===== src/rtl/tmn_pkg.sv =====
package tmn_pkg;
  typedef enum logic {CLS_ONE = 1'b0, CLS_TWO = 1'b1} cls_e;

  // num / 2^sh expressed with frac fraction bits
  function automatic longint fx(input int num, input int sh, input int frac);
    return longint'(num) <<< (frac - sh);
  endfunction
endpackage


===== src/rtl/tmn_quad_term.sv =====
module tmn_quad_term #(
  parameter int W    = 18,
  parameter int WX   = 42,
  parameter int FRAC = 12
) (
  input  logic signed [W-1:0]  v_i,
  input  logic signed [WX-1:0] off_i,
  input  logic        [2:0]    sh_i,
  input  logic signed [WX-1:0] bias_i,
  output logic signed [WX-1:0] term_o
);
  logic signed [WX-1:0]   vx, d, sq;
  logic signed [2*WX-1:0] p;

  always_comb begin
    vx     = v_i;
    d      = vx - off_i;
    p      = d * d;
    sq     = WX'(p >>> FRAC);
    term_o = (sq <<< sh_i) + bias_i;
  end
endmodule


===== src/rtl/tmn_nullclines.sv =====
module tmn_nullclines
  import tmn_pkg::*;
#(
  parameter int W    = 18,
  parameter int WX   = 42,
  parameter int FRAC = 12
) (
  input  logic signed [W-1:0]  v_i,
  input  cls_e                 cls_i,
  output logic signed [WX-1:0] f_o,
  output logic signed [WX-1:0] g_o
);
  localparam logic signed [WX-1:0] C_QTR  = WX'(fx(1, 2, FRAC));
  localparam logic signed [WX-1:0] C_HALF = WX'(fx(1, 1, FRAC));
  localparam logic signed [WX-1:0] C_QP   = WX'(fx(-11, 4, FRAC));
  localparam logic signed [WX-1:0] C_QN1  = WX'(fx(-9, 4, FRAC));
  localparam logic signed [WX-1:0] C_QN2  = WX'(fx(-3, 2, FRAC));
  localparam logic signed [WX-1:0] C_R1   = WX'(fx(-13, 6, FRAC));
  localparam logic signed [WX-1:0] C_R2   = WX'(fx(-15, 6, FRAC));
  localparam int NT = 4;

  logic signed [WX-1:0] off_a  [NT];
  logic        [2:0]    sh_a   [NT];
  logic signed [WX-1:0] bias_a [NT];
  logic signed [WX-1:0] term_a [NT];
  logic signed [WX-1:0] vx, r_c;

  // 0: f below zero, 1: f at/above zero (negated), 2: g below r, 3: g at/above r
  always_comb begin
    off_a[0] = -C_QTR; sh_a[0] = 3'd3; bias_a[0] = -C_HALF;
    off_a[1] =  C_QTR; sh_a[1] = 3'd3; bias_a[1] = -C_HALF;
    off_a[2] = -C_QTR; sh_a[2] = (cls_i == CLS_TWO) ? 3'd2 : 3'd1;
    bias_a[2] = (cls_i == CLS_TWO) ? C_QN2 : C_QN1;
    off_a[3] = -C_QTR; sh_a[3] = 3'd4; bias_a[3] = C_QP;
  end

  for (genvar t = 0; t < NT; t++) begin : g_term
    tmn_quad_term #(.W(W), .WX(WX), .FRAC(FRAC)) u_term (
      .v_i    (v_i),
      .off_i  (off_a[t]),
      .sh_i   (sh_a[t]),
      .bias_i (bias_a[t]),
      .term_o (term_a[t])
    );
  end

  always_comb begin
    vx  = v_i;
    r_c = (cls_i == CLS_TWO) ? C_R2 : C_R1;
    f_o = v_i[W-1] ? term_a[0] : -term_a[1];
    g_o = (vx < r_c) ? term_a[2] : term_a[3];
  end
endmodule


===== src/rtl/tmn_euler_step.sv =====
module tmn_euler_step
  import tmn_pkg::*;
#(
  parameter int W        = 18,
  parameter int WX       = 42,
  parameter int FRAC     = 12,
  parameter int DT_SHIFT = 4
) (
  input  logic signed [W-1:0]  v_i,
  input  logic signed [W-1:0]  n_i,
  input  logic signed [W-1:0]  stim_i,
  input  logic signed [WX-1:0] f_i,
  input  logic signed [WX-1:0] g_i,
  input  cls_e                 cls_i,
  output logic signed [W-1:0]  v_nxt_o,
  output logic signed [W-1:0]  n_nxt_o
);
  localparam logic signed [WX-1:0] C_I01 = WX'(fx(31, 9, FRAC));
  localparam logic signed [WX-1:0] C_I02 = WX'(fx(1, 5, FRAC));
  localparam logic signed [WX-1:0] S_MAX = WX'((longint'(1) <<< (W-1)) - 1);
  localparam logic signed [WX-1:0] S_MIN = -S_MAX - 1;

  logic signed [WX-1:0] vx, nx, sx, dv_sum, dv, dn, v_sum, n_sum;

  always_comb begin
    vx     = v_i;
    nx     = n_i;
    sx     = stim_i;
    dv_sum = f_i - nx + sx + ((cls_i == CLS_TWO) ? C_I02 : C_I01);
    // phi = 1/2 in Class II folds into one extra shift
    dv     = (cls_i == CLS_TWO) ? (dv_sum >>> (DT_SHIFT + 1)) : (dv_sum >>> DT_SHIFT);
    dn     = (g_i - nx) >>> DT_SHIFT;
    v_sum  = vx + dv;
    n_sum  = nx + dn;
    v_nxt_o = (v_sum > S_MAX) ? W'(S_MAX) : (v_sum < S_MIN) ? W'(S_MIN) : W'(v_sum);
    n_nxt_o = (n_sum > S_MAX) ? W'(S_MAX) : (n_sum < S_MIN) ? W'(S_MIN) : W'(n_sum);
  end
endmodule


===== src/rtl/tmn_neuron_core.sv =====
module tmn_neuron_core
  import tmn_pkg::*;
#(
  parameter int NEURONS  = 16,
  parameter int W        = 18,
  parameter int FRAC     = 12,
  parameter int DT_SHIFT = 4
) (
  input  logic                        clk_i,
  input  logic                        rst_ni,
  input  logic                        step_i,
  input  logic                        mode_i,
  input  logic [NEURONS*W-1:0]        stim_i,
  output logic                        out_valid_o,
  output logic [$clog2(NEURONS)-1:0]  out_idx_o,
  output logic signed [W-1:0]         v_o,
  output logic signed [W-1:0]         n_o,
  output logic                        spike_o,
  output logic                        done_o
);
  localparam int IW = $clog2(NEURONS);
  localparam int WX = 2 * W + 6;
  localparam logic [IW-1:0] LAST = IW'(NEURONS - 1);
  localparam logic signed [W-1:0] V_INIT = W'(fx(-3, 2, FRAC));

  logic signed [W-1:0]  v_q [NEURONS];
  logic signed [W-1:0]  n_q [NEURONS];
  logic signed [W-1:0]  stim_a [NEURONS];
  logic                 busy_q;
  logic [IW-1:0]        idx_q;
  cls_e                 cls_q;
  logic signed [W-1:0]  cur_v, cur_n, cur_s, v_nxt, n_nxt;
  logic signed [WX-1:0] f_val, g_val;

  for (genvar k = 0; k < NEURONS; k++) begin : g_stim
    assign stim_a[k] = stim_i[k*W +: W];
  end

  assign cur_v = v_q[idx_q];
  assign cur_n = n_q[idx_q];
  assign cur_s = stim_a[idx_q];

  tmn_nullclines #(.W(W), .WX(WX), .FRAC(FRAC)) u_ncl (
    .v_i   (cur_v),
    .cls_i (cls_q),
    .f_o   (f_val),
    .g_o   (g_val)
  );

  tmn_euler_step #(.W(W), .WX(WX), .FRAC(FRAC), .DT_SHIFT(DT_SHIFT)) u_step (
    .v_i     (cur_v),
    .n_i     (cur_n),
    .stim_i  (cur_s),
    .f_i     (f_val),
    .g_i     (g_val),
    .cls_i   (cls_q),
    .v_nxt_o (v_nxt),
    .n_nxt_o (n_nxt)
  );

  always_ff @(posedge clk_i or negedge rst_ni) begin
    if (!rst_ni) begin
      for (int k = 0; k < NEURONS; k++) begin
        v_q[k] <= V_INIT;
        n_q[k] <= '0;
      end
      busy_q      <= 1'b0;
      idx_q       <= '0;
      cls_q       <= CLS_ONE;
      out_valid_o <= 1'b0;
      out_idx_o   <= '0;
      v_o         <= '0;
      n_o         <= '0;
      spike_o     <= 1'b0;
      done_o      <= 1'b0;
    end else begin
      out_valid_o <= 1'b0;
      spike_o     <= 1'b0;
      done_o      <= 1'b0;
      if (!busy_q && step_i) begin
        busy_q <= 1'b1;
        idx_q  <= '0;
        cls_q  <= cls_e'(mode_i);
      end else if (busy_q) begin
        v_q[idx_q]  <= v_nxt;
        n_q[idx_q]  <= n_nxt;
        out_valid_o <= 1'b1;
        out_idx_o   <= idx_q;
        v_o         <= v_nxt;
        n_o         <= n_nxt;
        spike_o     <= cur_v[W-1] && !v_nxt[W-1];
        if (idx_q == LAST) begin
          busy_q <= 1'b0;
          done_o <= 1'b1;
        end else begin
          idx_q <= idx_q + 1'b1;
        end
      end
    end
  end

  AST_FIRST_IDX: assert property (@(posedge clk_i) disable iff (!rst_ni)
    $rose(out_valid_o) |-> out_idx_o == '0);
  AST_IDX_SEQ: assert property (@(posedge clk_i) disable iff (!rst_ni)
    (out_valid_o && out_idx_o != LAST) |=> (out_valid_o && out_idx_o == $past(out_idx_o) + 1'b1));
  AST_DONE_LAST: assert property (@(posedge clk_i) disable iff (!rst_ni)
    done_o |-> (out_valid_o && out_idx_o == LAST));
  AST_DONE_GAP: assert property (@(posedge clk_i) disable iff (!rst_ni)
    done_o |=> !out_valid_o);
  AST_MODE_HOLD: assert property (@(posedge clk_i) disable iff (!rst_ni)
    (busy_q && idx_q != LAST) |=> $stable(cls_q));
  AST_SPIKE_SIGN: assert property (@(posedge clk_i) disable iff (!rst_ni)
    spike_o |-> (out_valid_o && !v_o[W-1]));
endmodule


===== config.mk =====
export PLATFORM = sky130hd
export DESIGN_NAME = tmn_neuron_core
export DESIGN_NICKNAME = d
export VERILOG_FILES = /design/src/rtl/tmn_pkg.sv /design/src/rtl/tmn_quad_term.sv /design/src/rtl/tmn_nullclines.sv /design/src/rtl/tmn_euler_step.sv /design/src/rtl/tmn_neuron_core.sv
export SDC_FILE = /design/constraint.sdc
export NUM_CORES = 2
export LEC_CHECK = 0
export BUFFER_PORTS_ARGS = -buffer_cell sky130_fd_sc_hd__buf_2
export CAP_MARGIN = 20
export CORE_UTILIZATION = 45
export DETAILED_ROUTE_END_ITERATION = 7
export GPL_TIMING_DRIVEN = 1
export MAX_ROUTING_LAYER = met4
export PLACE_DENSITY = 0.75
export SLEW_MARGIN = 25
export SYNTH_ARGS = -nofsm -noshare
export SYNTH_HDL_FRONTEND = slang
export SYNTH_SLANG_ARGS = --single-unit

===== constraint.sdc =====
create_clock -name clk_i -period 18.78 [get_ports clk_i]
set_clock_uncertainty 0.1 [all_clocks]
set_input_delay 2.817 -clock clk_i [delete_from_list [all_inputs] [get_ports clk_i]]
set_output_delay 2.817 -clock clk_i [all_outputs]
set_load 0.005 [all_outputs]

## Word-level counts from Yosys, hierarchy flattened

Cells that the tools add are included.

- Register bits: 625
- Bits of input ports: 292
- Logic and storage cells: 114

- Add/sub/neg operators: 14
- Multipliers: 2
- Magnitude comparators: 7
- Eq/ne operators: 2
- Shift-type cells: 1
- Muxes and demuxes: 37
- Bitwise gates (word level): 2
- Reduce and logical (&&, ||, !) cells: 8

Operators with widths:

| kind | number |
|---|---|
| $bwmux 288 | 2 |
| $bmux 18 s4 | 3 |
| $mux 18 | 11 |
| $add 42x12->42 const B | 2 |
| $mux 42 | 2 |
| $sub 42x18->42 | 2 |
| $add 18x38->39 | 2 |
| $mul 19x19->38 | 2 |
| $demux 18 s4 | 1 |
| $add 42x13->42 const B | 1 |
| $add 42x18->42 | 1 |
| $add 42x42->42 | 1 |
| $add 42x9->42 | 1 |
| $gt 42x18->1 const B | 1 |
| $lt 42x18->1 const B | 1 |
| $neg 42->42 | 1 |
| $sshl 42x3->42 | 1 |
| $gt 39x18->1 const B | 1 |
| $lt 39x18->1 const B | 1 |
| $mux 37 | 1 |
| $sub 18x11->19 const B | 1 |
| $sub 18x12->19 const B | 1 |
| $lt 18x11->1 | 1 |
| $mux 4 | 3 |
| 16 further kinds | 29 |

## Depth between registers and ports, before layout

- Depth in word-level cells: 21
- Depth in mapped cells: 81
- Mapped depth without buffers: 68

## Modules after synthesis

A second synthesis with hierarchy kept.

- Cell total of the unflattened synthesis: 21871
- Area, all modules: 207196.2 um^2

By module, submodules not included:

| module | instances | cells an instance | area an instance (um^2) | seq. area each (um^2) |
|---|---|---|---|---|
| tmn_quad_term at u_ncl.g_term[1].u_term ... | 2 | 4574 | 41096.9 | 0.0 |
| tmn_quad_term at u_ncl.g_term[0].u_term | 1 | 4595 | 41264.6 | 0.0 |
| tmn_quad_term at u_ncl.g_term[3].u_term | 1 | 4609 | 41147.0 | 0.0 |
| tmn_neuron_core | 1 | 1836 | 30227.7 | 15780.1 |
| tmn_euler_step | 1 | 1401 | 10395.0 | 0.0 |
| tmn_nullclines | 1 | 282 | 1968.1 | 0.0 |

## Worst setup path after synthesis

No wires, ideal clock.

- Kind: reg-to-reg
- From: register idx_q[0]
- To: register v_q[224] (netlist name)
- Setup time: 0.138 ns
- Data arrival time: 17.590 ns
- Data required time: 18.542 ns
- Slack: 0.952 ns
- Stages on the path, launching flop included: 78
- Buffers on the path: 16
- Period minus slack after synthesis: 17.828 ns
- Path through: dfrtp_1 > buf_6 > buf_8 > buf_2 > buf_4 > buf_4 > buf_2 > buf_4 > mux4_2 > nand2_1 > nand2_1 > o21ai_0 > clkbuf_1 > clkbuf_1 > ha_1 > nand2_1 > or3_1 > nor2_1 > (+42 left out) > o31ai_1 > ha_1 > clkbuf_1 > a21oi_1 > o21ai_0 > a21o_1 > a21o_1 > a21oi_1 > o21bai_1 > a2111oi_0 > o21ai_1 > xor2_1 > nor4_1 > nand3_1 > clkbuf_1 > nand3_1 > buf_2 > o211ai_1

- Cells in the longest elaborated chain, start to end: 18
- Elaborated cells between the ends (all ways): 33

Ends and longest elaborated chain:

| what | RTL line | text |
|---|---|---|
| start: declaration | tmn_neuron_core.sv:30 | `logic [IW-1:0] idx_q;` |
| start signal: assignment | tmn_neuron_core.sv:96 | `idx_q <= idx_q + 1'b1;` |
| $not 4->5 (not written as such) * | - |  |
| $bmux 18 s4 | tmn_neuron_core.sv:39 | `assign cur_v = v_q[idx_q];` |
| $mux 18 (not written as such) (2 in series) | tmn_neuron_core.sv:39 |  |
| $sub 18x12->19 | tmn_quad_term.sv:17 | `d = vx - off_i;` |
| $mul 19x19->38 | tmn_quad_term.sv:18 | `p = d * d;` |
| $add 42x12->42 | tmn_quad_term.sv:20 | `term_o = (sq <<< sh_i) + bias_i;` |
| $neg 42->42 | tmn_nullclines.sv:50 | `f_o = v_i[W-1] ? term_a[0] : -term_a[1];` |
| $mux 42 | tmn_nullclines.sv:50 |  |
| $sub 42x18->42 | tmn_euler_step.sv:29 | `dv_sum = f_i - nx + sx + ((cls_i == CLS_TWO) ? C_I02 : C_I01);` |
| $add 42x18->42 | tmn_euler_step.sv:29 |  |
| $add 42x9->42 | tmn_euler_step.sv:29 |  |
| $mux 37 | tmn_euler_step.sv:31 | `dv = (cls_i == CLS_TWO) ? (dv_sum >>> (DT_SHIFT + 1)) : (dv_sum >>> DT_SHIFT);` |
| $add 18x38->39 | tmn_euler_step.sv:33 | `v_sum = vx + dv;` |
| $lt 42x18->1 | tmn_euler_step.sv:35 | `v_nxt_o = (v_sum > S_MAX) ? W'(S_MAX) : (v_sum < S_MIN) ? W'(S_MIN) : W'(v_sum);` |
| $mux 18 (2 in series) | tmn_euler_step.sv:35 |  |
| $bwmux 288 * | tmn_neuron_core.sv:85 | `v_q[idx_q] <= v_nxt;` |
| end signal: indexed assignment | tmn_neuron_core.sv:85 |  |
| end: declaration | tmn_neuron_core.sv:26 | `logic signed [W-1:0] v_q [NEURONS];` |

Mark *: on every way between the ends. The rest lies on a longest branch, timed or not. The select of a mux whose other input is x is not followed.
A chain may end at the register's enable or synchronous reset.

## Worst setup path after layout

- From: register idx_q[0]
- To: register v_q[283] (netlist name)

The elaborated chain is that of the path after synthesis.

==> run summary <==
Outcome = complete, no violations
Critical Path End Type = flop
# fillers = 13.31k
Mapped Cells = 6,954
Grt ovf = 0
Max Freq = 0.05589 GHz
Util after Layout = 49.73%
First-pass GRT wire length = 333.8 mm
Slowest stage cell, crit path = mux4_4
Top_reg_cell synth = dfrtp_1
Multi-input gate area = 0.04584 mm^2
Tcrit/Tclk final = 95.28%
Startpoint Class = flop
Starting DRT DRC Count = 5,373
Area grow syn2layout = 9.563%
WL/cell = 23.81 um
WHS Path Cells = 2
Vias in the first global route = 55.74k
Via/cell ratio = 6.004
Share of layout cells above drive strength 1 = 16.00%
Commonest cells after routing, fill and taps aside = inv_1 (850), nand2_1 (759), fa_1 (670)
YS warnings = 0
Placer Congestion = 0.9841
Relative slew slack = 28.66%
Family with the most delay on the worst path = adder cells
Max FO, Critical Path = 37
R2R depth = 61
Placed insts = 9,028
Via Count = 55.00k
Die footprint = 0.1485 mm^2
PortBufs = 334
TritonCTS clock tree = done
Post-route DRC = 0
Initial antenna violation count = 42
Final ANT Viol Nets = 0
Worst-skew pair later-pin latency = 0.61 ns
Number of flops mapped to enable cells by yosys = 0
Seq/Total Area, Yosys = 23.86%
Most frequent CP cell = fa_1
Slew Limit Fails = 0
Yosys cell types = 112
DP HPWL = 172.3 mm
Most common cell after layout, fill and taps aside = inv_1
Async set or reset register ratio after synthesis = 100.0%
FP Rows = 140
Worst slack at placement = 0.7913 ns
Buffers from clock root to sink, at most = 3
Reg-to-Reg Start = idx_q[0]
Fin cells = 9,161
Syn_nets = 8,321
CP Depth = 61
Largest net degree at the start of global routing = 169
Max_cap viols = 0
Fin nets = 8,535
Post-route setup slack = 0.8871 ns
Die Height = 385.4 um
Register area = 0.01579 mm^2
Area after DPL = 0.07051 mm^2
Pre-antenna DRT Iters = 8
Core region area = 0.1457 mm^2
WP data required = 19.20 ns
Total GRT Usage = 30.25%
Final setup vio count = 0
WL final = 218.1 mm
Synth Register Bits = 625
Crit path launch = idx_q[0]
Worst setup path class = reg2reg
Min-delay src = n_q[35]
I/O pins = 335
TritonCTS Sinks = 625
Avg Cell Area, Syn = 9.512 um^2
CTS Buf Count = 52
Starting Density = 45.39%
Worst Tran Pin Value = 1.066 ns
Minimum clock period = 17.89 ns
Hold Path Class = reg2reg
Largest stage delay on the critical path = 0.78 ns
Die Wd = 385.4 um
Critical Path AT = 18.32 ns
Clock transition at path regs = 0.07 ns
H-tree levels = 2
Root buf cell = clkbuf_16
Number of buffers and inverters on the critical path = 12
Finished Cell Area = 0.07247 mm^2
Hold Fails Final Rpt = 0
Synth Cell Area = 0.06615 mm^2
metal layers:
metal / global-route usage [%] / wire (um) / part of all wire (%)
met3: 6.703 / 20960 / 9.6
met5: - / 0 / 0
met4: 13.89 / 10910 / 5.0
met1: 38.27 / 85210 / 39
met2: 46.32 / 101000 / 46
state kept, by name, summed over array words and instances (netlist names):
name	cells
idx_q	4
out_idx_o	4
done_o	1
n_q	288
v_o	18
v_q	288
out_valid_o	1
n_o	18
spike_o	1
busy_q	1
cls_q	1
area by class of cell:
type	count	area share, %
repair inverters	1	0.006906
flip-flops and latches	625	21.79
clock buffers	76	2.046
clock inverters	17	0.2745
diodes	37	0.1278
repair buffers	550	4.715
well taps	1917	3.310
inverters	862	4.473
multi-input cells	5076	63.26
cell usage after synthesis, drive strengths merged, types with 9 or more instances:
library cell | count | area [um^2]
a21oi | 504 | 2526
nand3 | 104 | 520.5
a211oi | 32 | 245.2
and2 | 39 | 244.0
a31o | 13 | 122.6
nor3 | 83 | 425.4
nor4 | 21 | 173.9
and3 | 43 | 274.0
or2 | 20 | 125.1
dfstp | 112 | 2943
dfrtp | 513 | 12840
mux2 | 14 | 157.7
o21bai | 33 | 247.7
o21ai | 206 | 1035
nand2b | 30 | 187.7
nand2 | 770 | 2923
and4 | 16 | 140.1
buf | 80 | 400.4
or3 | 24 | 150.1
a2111oi | 18 | 166.4
o211ai | 311 | 2340
mux4 | 259 | 5833
a31oi | 34 | 212.7
a221oi | 11 | 108.9
or4 | 9 | 71.32
inv | 858 | 3221
nor2 | 646 | 2430
fa | 671 | 13430
mux2i | 39 | 390.4
a311oi | 13 | 113.9
clkbuf | 311 | 1167
a211o | 13 | 113.9
nor3b | 24 | 246.5
xnor2 | 156 | 1366
nand3b | 13 | 97.59
a21boi | 14 | 105.1
a21o | 138 | 1044
o21a | 44 | 330.3
o22ai | 18 | 112.6
nand4 | 31 | 193.9
o31ai | 22 | 202.7
ha | 404 | 5055
xor2 | 85 | 744.5
o2111ai | 9 | 78.83
nor2b | 36 | 225.2
logic make-up (layout without fill, tap and decap cells):
| logic type | count (synthesis) | count (layout) | share of synthesized area (%) |
|---|---|---|---|
| AND/OR/NAND/NOR | 1922 | 1922 | 12.97 |
| adder cells (fa/ha/maj) | 1075 | 1075 | 27.95 |
| other | 0 | 37 | 0 |
| AO/OA/AOI/OAI | 1525 | 1525 | 15.09 |
| XOR/XNOR | 242 | 242 | 3.225 |
| flip-flops | 625 | 625 | 23.86 |
| multiplexers | 312 | 312 | 9.647 |
| buffers and inverters | 1253 | 1506 | 7.261 |
final timing paths:
path	end	slack [ns]
worst max-delay path	v_q[283]	0.89
worst min-delay path	n_q[35]	0.39
worst max register to register	v_q[283]	0.89
worst min register to register	n_q[35]	0.39
max in group asynchronous	n_o[11]	14.41
min in group asynchronous	v_o[5]	2.02
per-stage QoR:
stage                     setup TNS, ns  hold slack [ns]
after floorplan                       0           0.3446
after global placement                0           0.3571
after detailed placement              0           0.3704
after CTS                             0           0.3860
after global routing           -0.09862           0.4031
final                                 0           0.3853
worst register-to-register path, delay by kind of cell (launching register included):
kind	cells	cell delay, ns
AND/OR/NAND/NOR	11	2.63
flip-flops	1	0.56
buffers and inverters	12	2.31
adder cells (fa/ha/maj)	12	5.39
multiplexers	2	1.39
AO/OA/AOI/OAI	21	4.89
XOR/XNOR	3	0.54
timing repair:
item                                   CTS  global route
setup endpoints to repair                0           578
gates resized for setup                  0            25
hold buffers                             0             0
endpoints found under the hold margin    0             0
buffers inserted                         0             1
Power is not shown: default switching activity piles up to over one toggle a cycle in this logic, so the estimate is an artifact.
